### src/rtl/pwm8_timer.sv
module pwm8_timer #(
  parameter int CW = 16
) (
  input  logic        clk,
  input  logic        rst_n,
  input  logic        tick_sys,
  input  logic        tick_fix,
  input  logic        tick_ext,
  input  logic [7:0]  bus_addr,
  input  logic [31:0] bus_wdata,
  input  logic        bus_we,
  output logic [31:0] bus_rdata,
  output logic [7:0]  pwm_out
);
  localparam int NCH = 8;
  localparam int DVW = 7;

  logic [1:0]    src_q;
  logic [2:0]    ps_q;
  logic [DVW-1:0] div_q;
  logic [CW-1:0] cnt_q, top_sh, top_q, start_q;
  logic [NCH-1:0] idle_q, mask_q, inv_q;
  logic [CW-1:0] cmp_sh [NCH];
  logic [CW-1:0] cmp_q  [NCH];
  logic [3:0]    mode_q [NCH];

  wire [2:0] ch = bus_addr[4:2];
  wire wr_cfg   = bus_we && bus_addr == 8'h00;
  wire wr_cnt   = bus_we && bus_addr == 8'h04;
  wire wr_top   = bus_we && bus_addr == 8'h08;
  wire wr_start = bus_we && bus_addr == 8'h0C;
  wire wr_idle  = bus_we && bus_addr == 8'h10;
  wire wr_mask  = bus_we && bus_addr == 8'h14;
  wire wr_inv   = bus_we && bus_addr == 8'h18;
  wire wr_cmp   = bus_we && bus_addr[7:5] == 3'b001 && bus_addr[1:0] == 2'b00;
  wire wr_mode  = bus_we && bus_addr[7:5] == 3'b010 && bus_addr[1:0] == 2'b00;

  logic tick;
  always_comb begin
    case (src_q)
      2'd1:    tick = tick_sys;
      2'd2:    tick = tick_fix;
      2'd3:    tick = tick_ext;
      default: tick = 1'b0;
    endcase
  end

  wire [DVW-1:0] div_lim = (DVW'(1) << ps_q) - DVW'(1);
  wire div_last = div_q >= div_lim;
  wire adv      = tick && div_last;
  wire wrap     = adv && cnt_q >= top_q;
  wire load     = wrap || src_q == 2'd0 || wr_cnt;

  always_ff @(posedge clk or negedge rst_n) begin
    if (!rst_n) begin
      src_q   <= '0;
      ps_q    <= '0;
      div_q   <= '0;
      cnt_q   <= '0;
      top_sh  <= '1;
      top_q   <= '1;
      start_q <= '0;
      idle_q  <= '0;
      mask_q  <= '1;
      inv_q   <= '0;
    end else begin
      if (wr_cfg) begin
        src_q <= bus_wdata[4:3];
        ps_q  <= bus_wdata[2:0];
      end
      if (wr_cnt)      div_q <= '0;
      else if (tick)   div_q <= div_last ? '0 : div_q + DVW'(1);
      if (wr_cnt)      cnt_q <= start_q;
      else if (adv)    cnt_q <= wrap ? start_q : cnt_q + CW'(1);
      if (wr_top)   top_sh  <= bus_wdata[CW-1:0];
      if (load)     top_q   <= top_sh;
      if (wr_start) start_q <= bus_wdata[CW-1:0];
      if (wr_idle)  idle_q  <= bus_wdata[NCH-1:0];
      if (wr_mask)  mask_q  <= bus_wdata[NCH-1:0];
      if (wr_inv)   inv_q   <= bus_wdata[NCH-1:0];
    end
  end

  logic [NCH-1:0] raw;
  for (genvar n = 0; n < NCH; n++) begin : g_ch
    always_ff @(posedge clk or negedge rst_n) begin
      if (!rst_n) begin
        cmp_sh[n] <= '0;
        cmp_q[n]  <= '0;
        mode_q[n] <= '0;
      end else begin
        if (wr_cmp && ch == 3'(n))  cmp_sh[n] <= bus_wdata[CW-1:0];
        if (wr_mode && ch == 3'(n)) mode_q[n] <= bus_wdata[5:2];
        if (load)                   cmp_q[n]  <= cmp_sh[n];
      end
    end
    assign raw[n] = mode_q[n][3] && mode_q[n][1] && (cnt_q < cmp_q[n]);

    assert_zero_low_R6: assert property (@(posedge clk) disable iff (!rst_n)
      (cmp_q[n] == '0 && !mask_q[n]) |-> pwm_out[n] == inv_q[n]);
  end

  assign pwm_out = ((mask_q & idle_q) | (~mask_q & raw)) ^ inv_q;

  always_comb begin
    bus_rdata = '0;
    case (bus_addr)
      8'h00: bus_rdata = {27'd0, src_q, ps_q};
      8'h04: bus_rdata = 32'(cnt_q);
      8'h08: bus_rdata = 32'(top_sh);
      8'h0C: bus_rdata = 32'(start_q);
      8'h10: bus_rdata = 32'(idle_q);
      8'h14: bus_rdata = 32'(mask_q);
      8'h18: bus_rdata = 32'(inv_q);
      default: begin
        if (bus_addr[7:5] == 3'b001 && bus_addr[1:0] == 2'b00)
          bus_rdata = 32'(cmp_sh[ch]);
        else if (bus_addr[7:5] == 3'b010 && bus_addr[1:0] == 2'b00)
          bus_rdata = {26'd0, mode_q[ch], 2'b00};
      end
    endcase
  end

  assert_frozen_R2: assert property (@(posedge clk) disable iff (!rst_n)
    (src_q == 2'd0 && !wr_cnt) |=> cnt_q == $past(cnt_q));

  assert_wrap_reload_R4: assert property (@(posedge clk) disable iff (!rst_n)
    (adv && cnt_q >= top_q && !wr_cnt) |=> cnt_q == $past(start_q));

  assert_count_write_R10: assert property (@(posedge clk) disable iff (!rst_n)
    wr_cnt |=> (cnt_q == $past(start_q) && div_q == '0));

  assert_mask_idle_R8: assert property (@(posedge clk) disable iff (!rst_n)
    ((pwm_out ^ inv_q) & mask_q) == (idle_q & mask_q));

  assert_top_hold_R9: assert property (@(posedge clk) disable iff (!rst_n)
    (!wrap && src_q != 2'd0 && !wr_cnt) |=> top_q == $past(top_q));

endmodule

### config.mk
export PLATFORM = sky130hd
export DESIGN_NAME = pwm8_timer
export DESIGN_NICKNAME = d
export VERILOG_FILES = /design/src/rtl/pwm8_timer.sv
export SDC_FILE = /design/constraint.sdc
export NUM_CORES = 1
export LEC_CHECK = 0
export BUFFER_PORTS_ARGS = -buffer_cell sky130_fd_sc_hd__buf_2
export CORE_MARGIN = 2
export CORE_UTILIZATION = 45
export DETAILED_ROUTE_END_ITERATION = 10
export GPL_TIMING_DRIVEN = 0
export PLACE_DENSITY = 0.7
export SLEW_MARGIN = 25
export SYNTH_ARGS = -nofsm -noshare
export SYNTH_HDL_FRONTEND = slang
export SYNTH_SLANG_ARGS = --single-unit
export TNS_END_PERCENT = 30
### constraint.sdc
create_clock -name clk -period 7.6 [get_ports clk]
set_clock_uncertainty 0.05 [all_clocks]
set_input_delay 0.76 -clock clk [delete_from_list [all_inputs] [get_ports clk]]
set_output_delay 0.76 -clock clk [all_outputs]
set_load 0.03 [all_outputs]
# Yosys cells after proc, flatten, opt, wreduce, memory -nomap -nowiden
# Index checks and enable logic that the tools add are counted.
[classes]
shift = 1
n_addsub = 3
order_cmp = 11
n_reduce_logical = 55
n_bitwise = 6
n_mux = 16
n_eq_ne = 18
[ops]
columns = ["cell", "n"]
rows = [
  ["$lt 16x16->1", 8],
  ["$pmux 16 s7", 1],
  ["$mux 16", 6],
  ["$bmux 16 s3", 1],
  ["$logic_and 1x1->1", 47],
  ["$eq 8x5->1 const B", 3],
  ["$mux 7", 3],
  ["$add 16x1->16 const B", 1],
  ["$and 8x8->8", 2],
  ["$eq 8x4->1 const B", 2],
  ["$ge 16x16->1", 1],
  ["$bmux 4 s3", 1],
  ["$eq 3x3->1 const B", 4],
  ["$eq 3x2->1 const B", 3],
  ["$eq 8x3->1 const B", 1],
  ["$logic_not 8->1", 1],
  ["$mux 4", 2],
  ["$not 8->8", 1],
  ["$or 8x8->8", 1],
  ["$xor 8x8->8", 1],
  ["$add 7x1->7 const B", 1],
  ["$ge 7x7->1", 1],
  ["$shl 1x3->7 const A", 1],
  ["$sub 7x2->7 const B", 1],
  ["11 further kinds", 16],
]
[totals]
register_bits = 388
input_bits = 46
out_inout_bits = 40

# Depth between registers and ports, before layout
# Gate-level depths: netlist of run 1.
[depth]
depth_word = 8
mapped_depth = 11
mapped_depth_nobuf = 8

# Worst setup path before layout of run 1
# No wires, ideal clock.
[synth_path]
path_type = "input to output"
startpoint = "input port bus_addr[2]"
endpoint = "output port bus_rdata[0]"
t_arrival_ns = 2.584
n_path_buf = 3
path_slack_ns = 4.206
required_ns = 6.790
path_stages = 6
cell_sequence = "buf_2 buf_2 buf_2 mux4_2 mux2i_1 o21ai_0"
[synth_between]
elab_chain_cells = 6
word_cells_on_any_way = 13
cone_classes = "6 x eq/ne; 5 x mux; 1 x bitwise; 1 x reduce/logical"
[synth_lines]
columns = ["item", "line", "text"]
rows = [
  ["from (decl)", "9", "input logic [7:0] bus_addr,"],
  ["$not 3->4 (not written as such)", "117", "bus_rdata = 32'(cmp_sh[ch]);"],
  ["$bmux 16 s3", "117", ""],
  ["$mux 16 (not written as such) (2 in a row)", "117", ""],
  ["$mux 16", "116", "if (bus_addr[7:5] == 3'b001 && bus_addr[1:0] == 2'b00)"],
  ["$pmux 16 s7 *", "107", "case (bus_addr)"],
  ["to (decl)", "12", "output logic [31:0] bus_rdata,"],
]
# Every way passes the cells marked *; elsewhere a longest branch is shown, timed or not. The select of a mux whose other input is x is not followed.

# Worst setup path in the final report of run 1
[layout_path]
startpoint = "register cnt_q[9]"
endpoint = "output port pwm_out[3]"
[layout_between]
elab_chain_cells = 5
[layout_lines]
columns = ["item", "line", "text"]
rows = [
  ["from (decl)", "21", "logic [CW-1:0] cnt_q, top_sh, top_q, start_q;"],
  ["from (signal assigned)", "73", "if (wr_cnt) cnt_q <= start_q;"],
  ["from (signal assigned)", "74", "else if (adv) cnt_q <= wrap ? start_q : cnt_q + CW'(1);"],
  ["$lt 16x16->1", "97", "assign raw[n] = mode_q[n][3] && mode_q[n][1] && (cnt_q < cmp_q[n]);"],
  ["$logic_and 1x1->1", "97", ""],
  ["$and 8x8->8", "103", "assign pwm_out = ((mask_q & idle_q) | (~mask_q & raw)) ^ inv_q;"],
  ["$or 8x8->8", "103", ""],
  ["$xor 8x8->8", "103", ""],
  ["to (decl)", "13", "output logic [7:0] pwm_out"],
]
# No other way between the ends.

==> metrics, run 1 <==
Final Hold Viols=0; drt first pass iters=5; Final Cycle Share=0.683; Die H=between 200 and 250 um; cell area after synthesis=about 0.021 mm^2; I/O Pins=86; Post-Route WL=around 60 mm; DRT iter0 DRCs=roughly 1300; post-route ant nets=0; drt wl/cell=about 24 um; MaxCap Viol Count=0; vias per cell=roughly 5.9; Clock transition at path regs=roughly 0.060 ns; Hold WC Path Type=in2async; Post-Synth XOR/XNOR Area=0.00208; Post-CTS Hold Buffers=0; Die Wd=between 200 and 250 um; cell with the most instances after synthesis=dfrtp_1; FF-to-FF Start=cnt_q[0]; share of layout cells above drive strength 1=0.304; Finish-stage setup viols=0; adder-cell area share of the yosys netlist=0.0860; Syn Inst Count=1724; root buffer cell=clkbuf_16; routability congestion estimate=approximately 0.97; crit path time final=5.19 ns; Post-synth top flop=dfrtp_1; RSZ-0062 raised after global routing=false; multiplexer share of the synthesized area=0.258; Max Clk Rate=about 190 MHz; synth cell count leaders=348 x dfrtp_1, 308 x mux2_2, 160 x inv_1, 145 x ha_1, 69 x nand2_1; Required @ worst endpoint=roughly 6.8 ns; vias after detailed routing=around 15000; Synth cell types=between 70 and 80; status=complete, no violations; pre-CTS setup slack=around 3.1 ns; Clock Path Buffers=3; Critical Path Source=cnt_q[9]; Pleak=about 11 nW; pwr dens=~250 mW/mm^2; # diodes=0; num rows=about 80; Non-Filler Instances=2471; #FFs+latches synth=a little under 400; core area=0.0464 mm^2; CP Launch Type=flip-flop; post-synthesis average cell area=between 10 and 15 um^2; Compound-Gate Fraction of Synth Area=0.0786; Final nets=roughly 2000; post-synthesis simple-gate area fraction=0.0598; Final Max Slew Viols=0; DP Wirelength=approximately 45 mm; first-pass GRT wire length=roughly 90 mm; largest net degree at the start of global routing=96; Starting Density=0.455; htree depth=2; ys async rst share=1.00; total track usage=0.254; Setup crit end kind=primary output; vias in the first global route=about 15000; Layout area overhead=12.4%; share of Yosys cell area claimed by the top area cell type=0.413; EDFF count, synth=0; Power Total=6.03 mW; Synth area leaders=dfrtp_1 41%, mux2_2 16%, ha_1 8.6%, dfstp_2 5.0%, mux4_2 4.5%; largest family of logic cells by synthesized area=multiplexers; DRC viols=0; Worst-Margin Slew=around 1.1 ns; worst-path fanout max=18; post_cts resized=0; slew margin rel.=0.283; area leader, netlist=dfrtp_1; final worst setup slack=around 2.4 ns; Worst VDD drop=~0.15 mV; CTS Buf Count=43; IO buf count=43; yosys warns=0; Final Hold Slack=between 0.07 and 0.08 ns; die area=0.0486 mm^2; CTS tree=built; Arr. time, crit path=4.38 ns; Clock Sinks=just under 400; Clock Latency Late Sink=roughly 0.57 ns; GRT overflow=0; sequential fraction of the synthesis area=0.463; Crit Path Category=reg2out; antenna violations before repair=2; DP Cell Count=between 2000 and 2500; post-CTS setup buffer count=0
==> final timing paths <==
check	endpoint	slack, ns	cells after the start
hold reg to reg	cmp_q[11]	0.44	1
setup / recovery	pwm_out[3]	2.41	8
hold / removal	div_q[6]	0.08	1
min in group clk	mode_q[3]	0.43	2
max in group asynchronous	cmp_sh[59]	6.20	3
setup reg to reg	cmp_q[90]	3.66	10
==> per-stage QoR <==
step           instance area (um^2)  utilization  setup TNS (ns)
2_1_floorplan                 21100            -               0
3_3_place_gp                  22100        0.477         -618.70
3_5_place_dp                  22200        0.480               0
4_1_cts                       23700        0.511               0
5_1_grt                       23700        0.511               0
6_report                      23700        0.511               0
==> cell type report <==
cell class              count  area (um^2)
clock buffers              66         1330
well taps                 607          759
clock inverters            12          145
fillers                  4012        22600
repair buffers             47          335
multi-input cells        1093        10300
flip-flops and latches    388         9760
inverters                 160          601
plain buffers              98          515
==> per-layer routing <==
| metal | part of all wire | global-route usage | vias to the layer above |
|---|---|---|---|
| met3 | 0.064 | 0.0466 | 101 |
| met2 | 0.46 | 0.403 | 464 |
| li1 | - | - | 6456 |
| met1 | 0.45 | 0.355 | 7547 |
| met5 | 0.00018 | 0 | - |
| met4 | 0.028 | 0.0770 | 2 |
==> worst max-delay path, stage by stage, from the launching register on <==
cell and delay [ns]:
dfrtp_1 0.82, ha_1 0.37, a21o_1 0.18, a211o_1 0.35, a2111oi_1 0.85, o21ai_0 0.39, a211o_1 0.36, o2111ai_1 0.20
buf_2 0.28
==> cell families after synthesis <==
| group | count (synthesis) |
|---|---|
| AOI/OAI and AO/OA | 236 |
| xor gates and xnor gates | 5 |
| adders and majority gates | 145 |
| buffers and inverters | 258 |
| DFF | 388 |
| muxes | 444 |
| other | 1 |
| and+or+nand+nor | 247 |
==> sequential cells by signal, summed over array words and instances (netlist names) <==
signal / flops
src_q: 2
idle_q: 8
mode_q: 32
top_q: 16
div_q: 7
cnt_q: 16
mask_q: 8
ps_q: 3
cmp_q: 128
inv_q: 8
start_q: 16
cmp_sh: 128
top_sh: 16
==> report_power, final <==
part / internal [mW] / switching, mW
Clock: 1.30 / 0.858
Sequential: 2.20 / 0.211
Combinational: 0.574 / 0.891
Total: 4.07 / 1.96
==> cells in the final DEF (no fill, tap or decap), types with 6 or more instances in the layout <==
cell type	count
mux2_2	308
nor4bb_1	7
clkinv_2	6
and2_1	9
and3_1	10
inv_1	160
nor2_1	45
a222oi_1	10
ha_1	145
buf_1	8
a21oi_1	61
o211ai_1	6
clkbuf_8	12
dfstp_2	40
o21ai_0	47
a211o_1	14
mux2_1	60
nand3_1	32
clkbuf_1	48
dfrtp_1	348
conb_1	16
a21o_1	17
nand2b_1	17
buf_4	16
a211oi_1	8
nand4_1	18
buf_6	7
clkbuf_16	45
nor2b_1	7
a31oi_1	6
nor3_1	12
mux2i_1	34
nand2_1	69
mux4_2	42
buf_2	70
o21a_1	6
No activity file was read; power rests on OpenSTA's default activity.
==> run 2: changes to the inputs <==
Settings changed: ABC_AREA set to 1, PLACE_DENSITY 0.7 to 0.73.
Clock period 7.6 ns to 4.6 ns, I/O delays scaled along.
==> metrics, run 2 <==
Clock Sinks=388 (unchanged); IO buf count=51 (+19%); Syn Inst Count=2682 (+56%); Worst VDD drop=0.344 mV (+130%); first-pass GRT wire length=115 mm (+26%); share of Yosys cell area claimed by the top area cell type=0.415 (+0.00165); vias per cell=5.78 (-1.9%); routability congestion estimate=1.04 (+6.9%); Hold Path Cell Cnt=3; htree depth=2 (unchanged); sw power=3.34 mW (+70%); FILL cells=4383 (+9.2%); Max Clk Rate=approximately 260 MHz; Switching Fraction=0.343 (+0.0184); DP Wirelength=55.1 mm (+22%); Pint=6.38 mW (+57%); Synth cell types=46 (-39%); final worst setup slack=0.766 ns (-1.64 ns); DRC viols=0 (unchanged); Hold Path Sink=mode_q[3]; CTS Buf Count=43 (unchanged); Clock Path Buffers=3 (unchanged); most common cell after layout, fill and taps aside=nand2_1; Post-CTS Hold Buffers=1 (+1); Final Hold Viols=0 (unchanged); area leader, netlist=dfrtp_1; Post-synth top flop=dfrtp_1; synth cell count leaders=972 x nand2_1, 348 x dfrtp_1, 257 x inv_1, 227 x nand3_1, 225 x o21ai_0; Final Cycle Share=0.833; RSZ-0062 raised after global routing=false; post-route ant nets=0 (unchanged); Worst-Margin Slew=1.22 ns (+0.143 ns); pre-CTS setup slack=1.02 ns (-2.10 ns); cell area after synthesis=0.0210 mm^2 (-0.40%); DRT iter0 DRCs=2741 (+110%); share of layout cells above drive strength 1=0.0880 (-0.216); Pleak=11.6 nW (+2.3%); Post-Route WL=77.4 mm (+29%); vias after detailed routing=19885 (+36%); vias in the first global route=19020 (+29%); antenna violations before repair=1 (-1); slew margin rel.=0.187 (-0.0956); r2r endpoint=cmp_q[46]; clock share of power=0.361 (+0.003); Clock transition at path regs=0.06 ns (about the same); crit path time final=3.83 ns; DP Cell Count=3360 (+40%); Finish-stage setup viols=0 (unchanged); post-route cell area=0.0237 mm^2 (-0.17%); worst-path fanout max=10 (-8); die area=0.0484 mm^2 (-0.39%); pwr dens=411 mW/mm^2 (+61%); Required @ worst endpoint=4.09 ns (-2.70 ns); Non-Filler Instances=3438 (+39%); post-CTS setup buffer count=0 (unchanged); Worst R2R Setup Slack=1.17 ns (-2.49 ns); Final nets=2990 (+48%); Crit Path Category=in2out; Reg power frac=0.418 (+0.019); Synth area leaders=dfrtp_1 41%, nand2_1 17%, ha_1 8.6%, nand3_1 5.4%, o21ai_0 5.4%; Starting Density=0.454 (-0.000840); Worst R2R Path Depth=15 (+5); post-synthesis average cell area=7.83 um^2 (-36%); total track usage=0.325 (+0.0709); CP Launch Type=primary input; num rows=79 (unchanged); core area=0.0463 mm^2 (-0.21%); Clock Latency Late Sink=0.58 ns (about the same); Top Registers=cmp_q: 128 flops, cmp_sh: 128 flops, mode_q: 32 flops; Final Max Slew Viols=0 (unchanged); # diodes=0 (unchanged); ys async rst share=1.00 (unchanged); drt wl/cell=22.5 um (-7.4%); cell with the most instances after synthesis=nand2_1; MaxCap Viol Count=0 (unchanged); Arr. time, crit path=3.32 ns (-1.06 ns); Hold Path Origin=bus_wdata[5]; #FFs+latches synth=388 (unchanged); post_cts resized=0 (unchanged); EDFF count, synth=0 (unchanged); drt first pass iters=6 (+1); largest net degree at the start of global routing=91 (-5.2%); Die H=220 um (-0.20%); Combinational Power Share=0.220 (-0.023); I/O Pins=86 (unchanged); status=complete, no violations; commonest non-fill, non-tap cells in the layout=972 x nand2_1, 334 x dfrtp_1, 257 x inv_1; DP Area=0.0222 mm^2 (about the same); Layout area overhead=12.7%; sequential fraction of the synthesis area=0.465 (+0.00185); root buffer cell=clkbuf_16; Die Wd=220 um (-0.20%); Hold WC Path Type=in2reg; GRT overflow=0 (unchanged); CTS tree=built; Setup crit end kind=primary output; yosys warns=0 (unchanged); FF-to-FF Start=cnt_q[0]
run 2: changes by cell type after synthesis, moves of 29 or more:
cell | previous run | this run
clkbuf_1 | 39 | 79
nand3_1 | 32 | 227
inv_1 | 160 | 257
mux4_2 | 42 | 0
nor2_1 | 45 | 74
nand2_1 | 69 | 972
mux2_2 | 308 | 0
o21ai_0 | 47 | 225
mux2_1 | 60 | 0
mux2i_1 | 34 | 0
run 2: area by class of cell:
class,count,area (um^2),share of cell area
clock inverters,11,110,0.00465
multi-input cells,1907,9630,0.407
repair buffers,57,413,0.0174
well taps,607,759,0.0321
clock buffers,66,1310,0.0551
inverters,263,990,0.0418
flip-flops and latches,388,9780,0.413
plain buffers,139,681,0.0288
run 2: worst max-delay path, cell delays in order:
cell and delay (ns):
buf_2 0.14, nor2_1 0.16, clkbuf_1 0.63, clkbuf_1 0.66, nand2_1 0.19, a31oi_1 0.43
o21ai_0 0.23, nand2_1 0.18, buf_2 0.22
run 2: kinds of logic (layout without fill, tap and decap cells):
family,Yosys count,count (layout),synth area share
flops,388,388,0.465
xor+xnor,13,13,0.00542
simple gates,1341,1341,0.263
compound gates,392,392,0.101
other cells,1,16,0.000179
fa+ha+maj,145,145,0.0864
buf+inv,402,536,0.0795
run 2: worst max path at each step:
stage | start | end | slack, ns | depth (start not counted)
2_1_floorplan | bus_addr[6] | bus_rdata[7] | 2.35 | 6
3_3_place_gp | rst_n | div_q[6] | -4.57 | 1
3_5_place_dp | bus_addr[3] | bus_rdata[6] | 1.02 | 9
4_1_cts | cnt_q[9] | pwm_out[1] | 0.84 | 11
5_1_grt | cnt_q[15] | pwm_out[6] | 0.75 | 10
6_report | bus_addr[3] | bus_rdata[13] | 0.77 | 9
run 2: power by group through the flow:
| stage | logic, mW | registers, mW | clock network (mW) |
|---|---|---|---|
| final | 2.14 | 4.07 | 3.51 |
| after global routing | 2.40 | 4.08 | 3.65 |
| after CTS | 2.11 | 4.05 | 3.52 |
| after detailed placement | 2.10 | 4.10 | 0 |
| after global placement | 1.99 | 4.09 | 0 |
| after floorplan | 1.37 | 3.86 | 0 |
run 2: layer usage:
metal / vias to the layer above / track usage / routed length [um]
li1: 8935 / - / -
met1: 9530 / 0.421 / 29800
met2: 1127 / 0.481 / 33000
met3: 293 / 0.0874 / 9040
met4: 0 / 0.205 / 5480
met5: - / 0 / 0
run 2: metrics by stage:
stage	utilization	hold WS, ns	setup TNS, ns	total power [mW]
final	0.512	0.131	0	9.72
after global routing	0.512	0.170	0	10.1
after CTS	0.512	0.138	0	9.67
after detailed placement	0.481	0.417	0	6.20
after global placement	0.477	0.418	-1649.75	6.09
after floorplan	-	0.114	0	5.22
==> run 3: changes to the inputs <==
Settings changed: PLACE_DENSITY 0.73 to 0.7.
Clock period 4.6 ns to 3.88 ns, I/O delays scaled along.
==> metrics, run 3 (same netlist as run 2, synthesis figures left out) <==
Starting Density=0.454 (unchanged); Clock transition at path regs=0.06 ns (about the same); Arr. time, crit path=3.27 ns (-0.05 ns); RSZ-0062 raised after global routing=false; MaxCap Viol Count=0 (unchanged); routability congestion estimate=0.989 (-4.6%); antenna violations before repair=4 (+3); Clock Latency Late Sink=0.58 ns (about the same); slew margin rel.=0.208 (+0.0208); vias in the first global route=18987 (-0.17%); pre-CTS setup slack=0.466 ns (-0.550 ns); Final Max Slew Viols=0 (unchanged); commonest non-fill, non-tap cells in the layout=972 x nand2_1, 335 x dfrtp_1, 257 x inv_1; Clock Path Buffers=3 (unchanged); Final Hold Slack=0.0626 ns (-0.0685 ns); vias per cell=5.72 (-1.2%); Final Cycle Share=0.957; Finish-stage setup viols=0 (unchanged); Worst-Margin Slew=1.19 ns (-0.0312 ns); Final Hold Viols=0 (unchanged); DP Area=0.0222 mm^2 (-0.15%); Top Registers=cmp_q: 128 flops, cmp_sh: 128 flops, mode_q: 32 flops; post-route cell area=0.0236 mm^2 (-0.13%); Multi-input gate area=0.00963 mm^2 (unchanged); post-route ant nets=0 (unchanged); Die H=220 um (unchanged); GRT overflow=0 (unchanged); post-CTS setup buffer count=0 (unchanged); final worst setup slack=0.168 ns (-0.598 ns); DP Wirelength=56.1 mm (+1.8%); CTS tree=built; FILL cells=4419 (+0.82%); share of layout cells above drive strength 1=0.0862 (-0.00180); pwr dens=488 mW/mm^2 (+19%); drt first pass iters=6 (unchanged); most common cell after layout, fill and taps aside=nand2_1; IO buf count=51 (unchanged); largest net degree at the start of global routing=95 (+4.4%); Crit Path Category=reg2out; CTS Buf Count=43 (unchanged); Die Wd=220 um (unchanged); worst-path fanout max=12 (+2); DRT iter0 DRCs=2575 (-6.1%); Hold WC Path Type=in2reg; # diodes=0 (unchanged); total track usage=0.330 (+0.00484); first-pass GRT wire length=117 mm (+1.2%); Post-Route WL=78.0 mm (+0.78%); Final nets=2989 (-0.033%); Worst VDD drop=0.420 mV (+22%); I/O Pins=86 (unchanged); drt wl/cell=22.7 um (+0.75%); die area=0.0484 mm^2 (unchanged); Storage cell area=0.00978 mm^2 (about the same); Setup crit end kind=primary output; CP Launch Type=flip-flop; vias after detailed routing=19659 (-1.1%); htree depth=2 (unchanged); Layout area overhead=12.6%; crit path time final=between 3 and 4 ns; core area=0.0463 mm^2 (unchanged); Pleak=11.6 nW (about the same); Required @ worst endpoint=3.44 ns (-0.65 ns); Max Clk Rate=about 270 MHz; num rows=79 (unchanged); Clock Sinks=388 (unchanged); status=complete, no violations; root buffer cell=clkbuf_16; DRC viols=0 (unchanged)
==> run 3: cell types whose count changed in the layout (fill, tap and decap cells not counted) <==
cell and change:
clkinvlp_4 -2, clkinv_2 -1, dfrtp_2 -1, dfrtp_1 +1
buf_16 -1, clkbuf_1 +5
==> run 3: area by class of cell <==
| type | count | area share |
|---|---|---|
| clock buffer | 71 | 0.0560 |
| tap | 607 | 0.0321 |
| sequential | 388 | 0.414 |
| buffer | 139 | 0.0288 |
| clock inverter | 8 | 0.00381 |
| multi-input combinational | 1907 | 0.408 |
| inverter | 263 | 0.0419 |
| timing repair buffer | 56 | 0.0163 |
==> run 3: routing by layer <==
layer / GRT usage / vias up / wire length (um)
met2: 0.516 / 1001 / 34600
li1: - / 8925 / -
met1: 0.423 / 9487 / 30600
met4: 0.170 / 4 / 4460
met5: 0 / - / 35
met3: 0.0830 / 242 / 8310
==> run 3: timing repair <==
action	in CTS	in global routing
hold endpoints to repair	65	0
resized for setup	3	1
hold buffers	1	0
endpoints found under the setup margin	4	2
==> run 3: final timing paths <==
check	startpoint	end	slack [ns]	cells past startpoint
worst min register to register	top_sh[3]	top_q[3]	0.43	2
worst max-delay path	cnt_q[1]	pwm_out[4]	0.17	13
min in group asynchronous	rst_n	cmp_q[55]	0.30	2
worst min-delay path	bus_wdata[5]	mode_q[3]	0.06	3
worst max register to register	cnt_q[0]	cmp_q[29]	0.61	15
max in group asynchronous	rst_n	cnt_q[3]	1.75	5
==> run 3: critical path: stages, from the launching register on <==
cell and delay, ns:
dfrtp_1 1.04, ha_1 0.37, nand2_1 0.06, nand2_1 0.04, nand2_1 0.05, nand2_1 0.08
nand2_1 0.07, nand2_1 0.08, nand2_1 0.23, nand4_1 0.22, nand2_1 0.11, nand2_1 0.05
nand2_1 0.08, buf_2 0.20
==> run 3: stage by stage <==
step | setup TNS (ns) | utilization | power (mW) | std cells
after floorplan | 0 | - | 6.19 | 2697
after global placement | -1905.50 | 0.477 | 7.23 | 3355
after detailed placement | 0 | 0.480 | 7.35 | 3359
after CTS | 0 | 0.511 | 11.5 | 3439
after global routing | 0 | 0.511 | 12.1 | 3439
final | 0 | 0.511 | 11.5 | 3439
==> run 3: power by group <==
| part | internal (mW) | switching (mW) |
|---|---|---|
| Clock | 2.45 | 1.73 |
| Sequential | 4.30 | 0.496 |
| Combinational | 0.818 | 1.73 |
| Total | 7.58 | 3.96 |
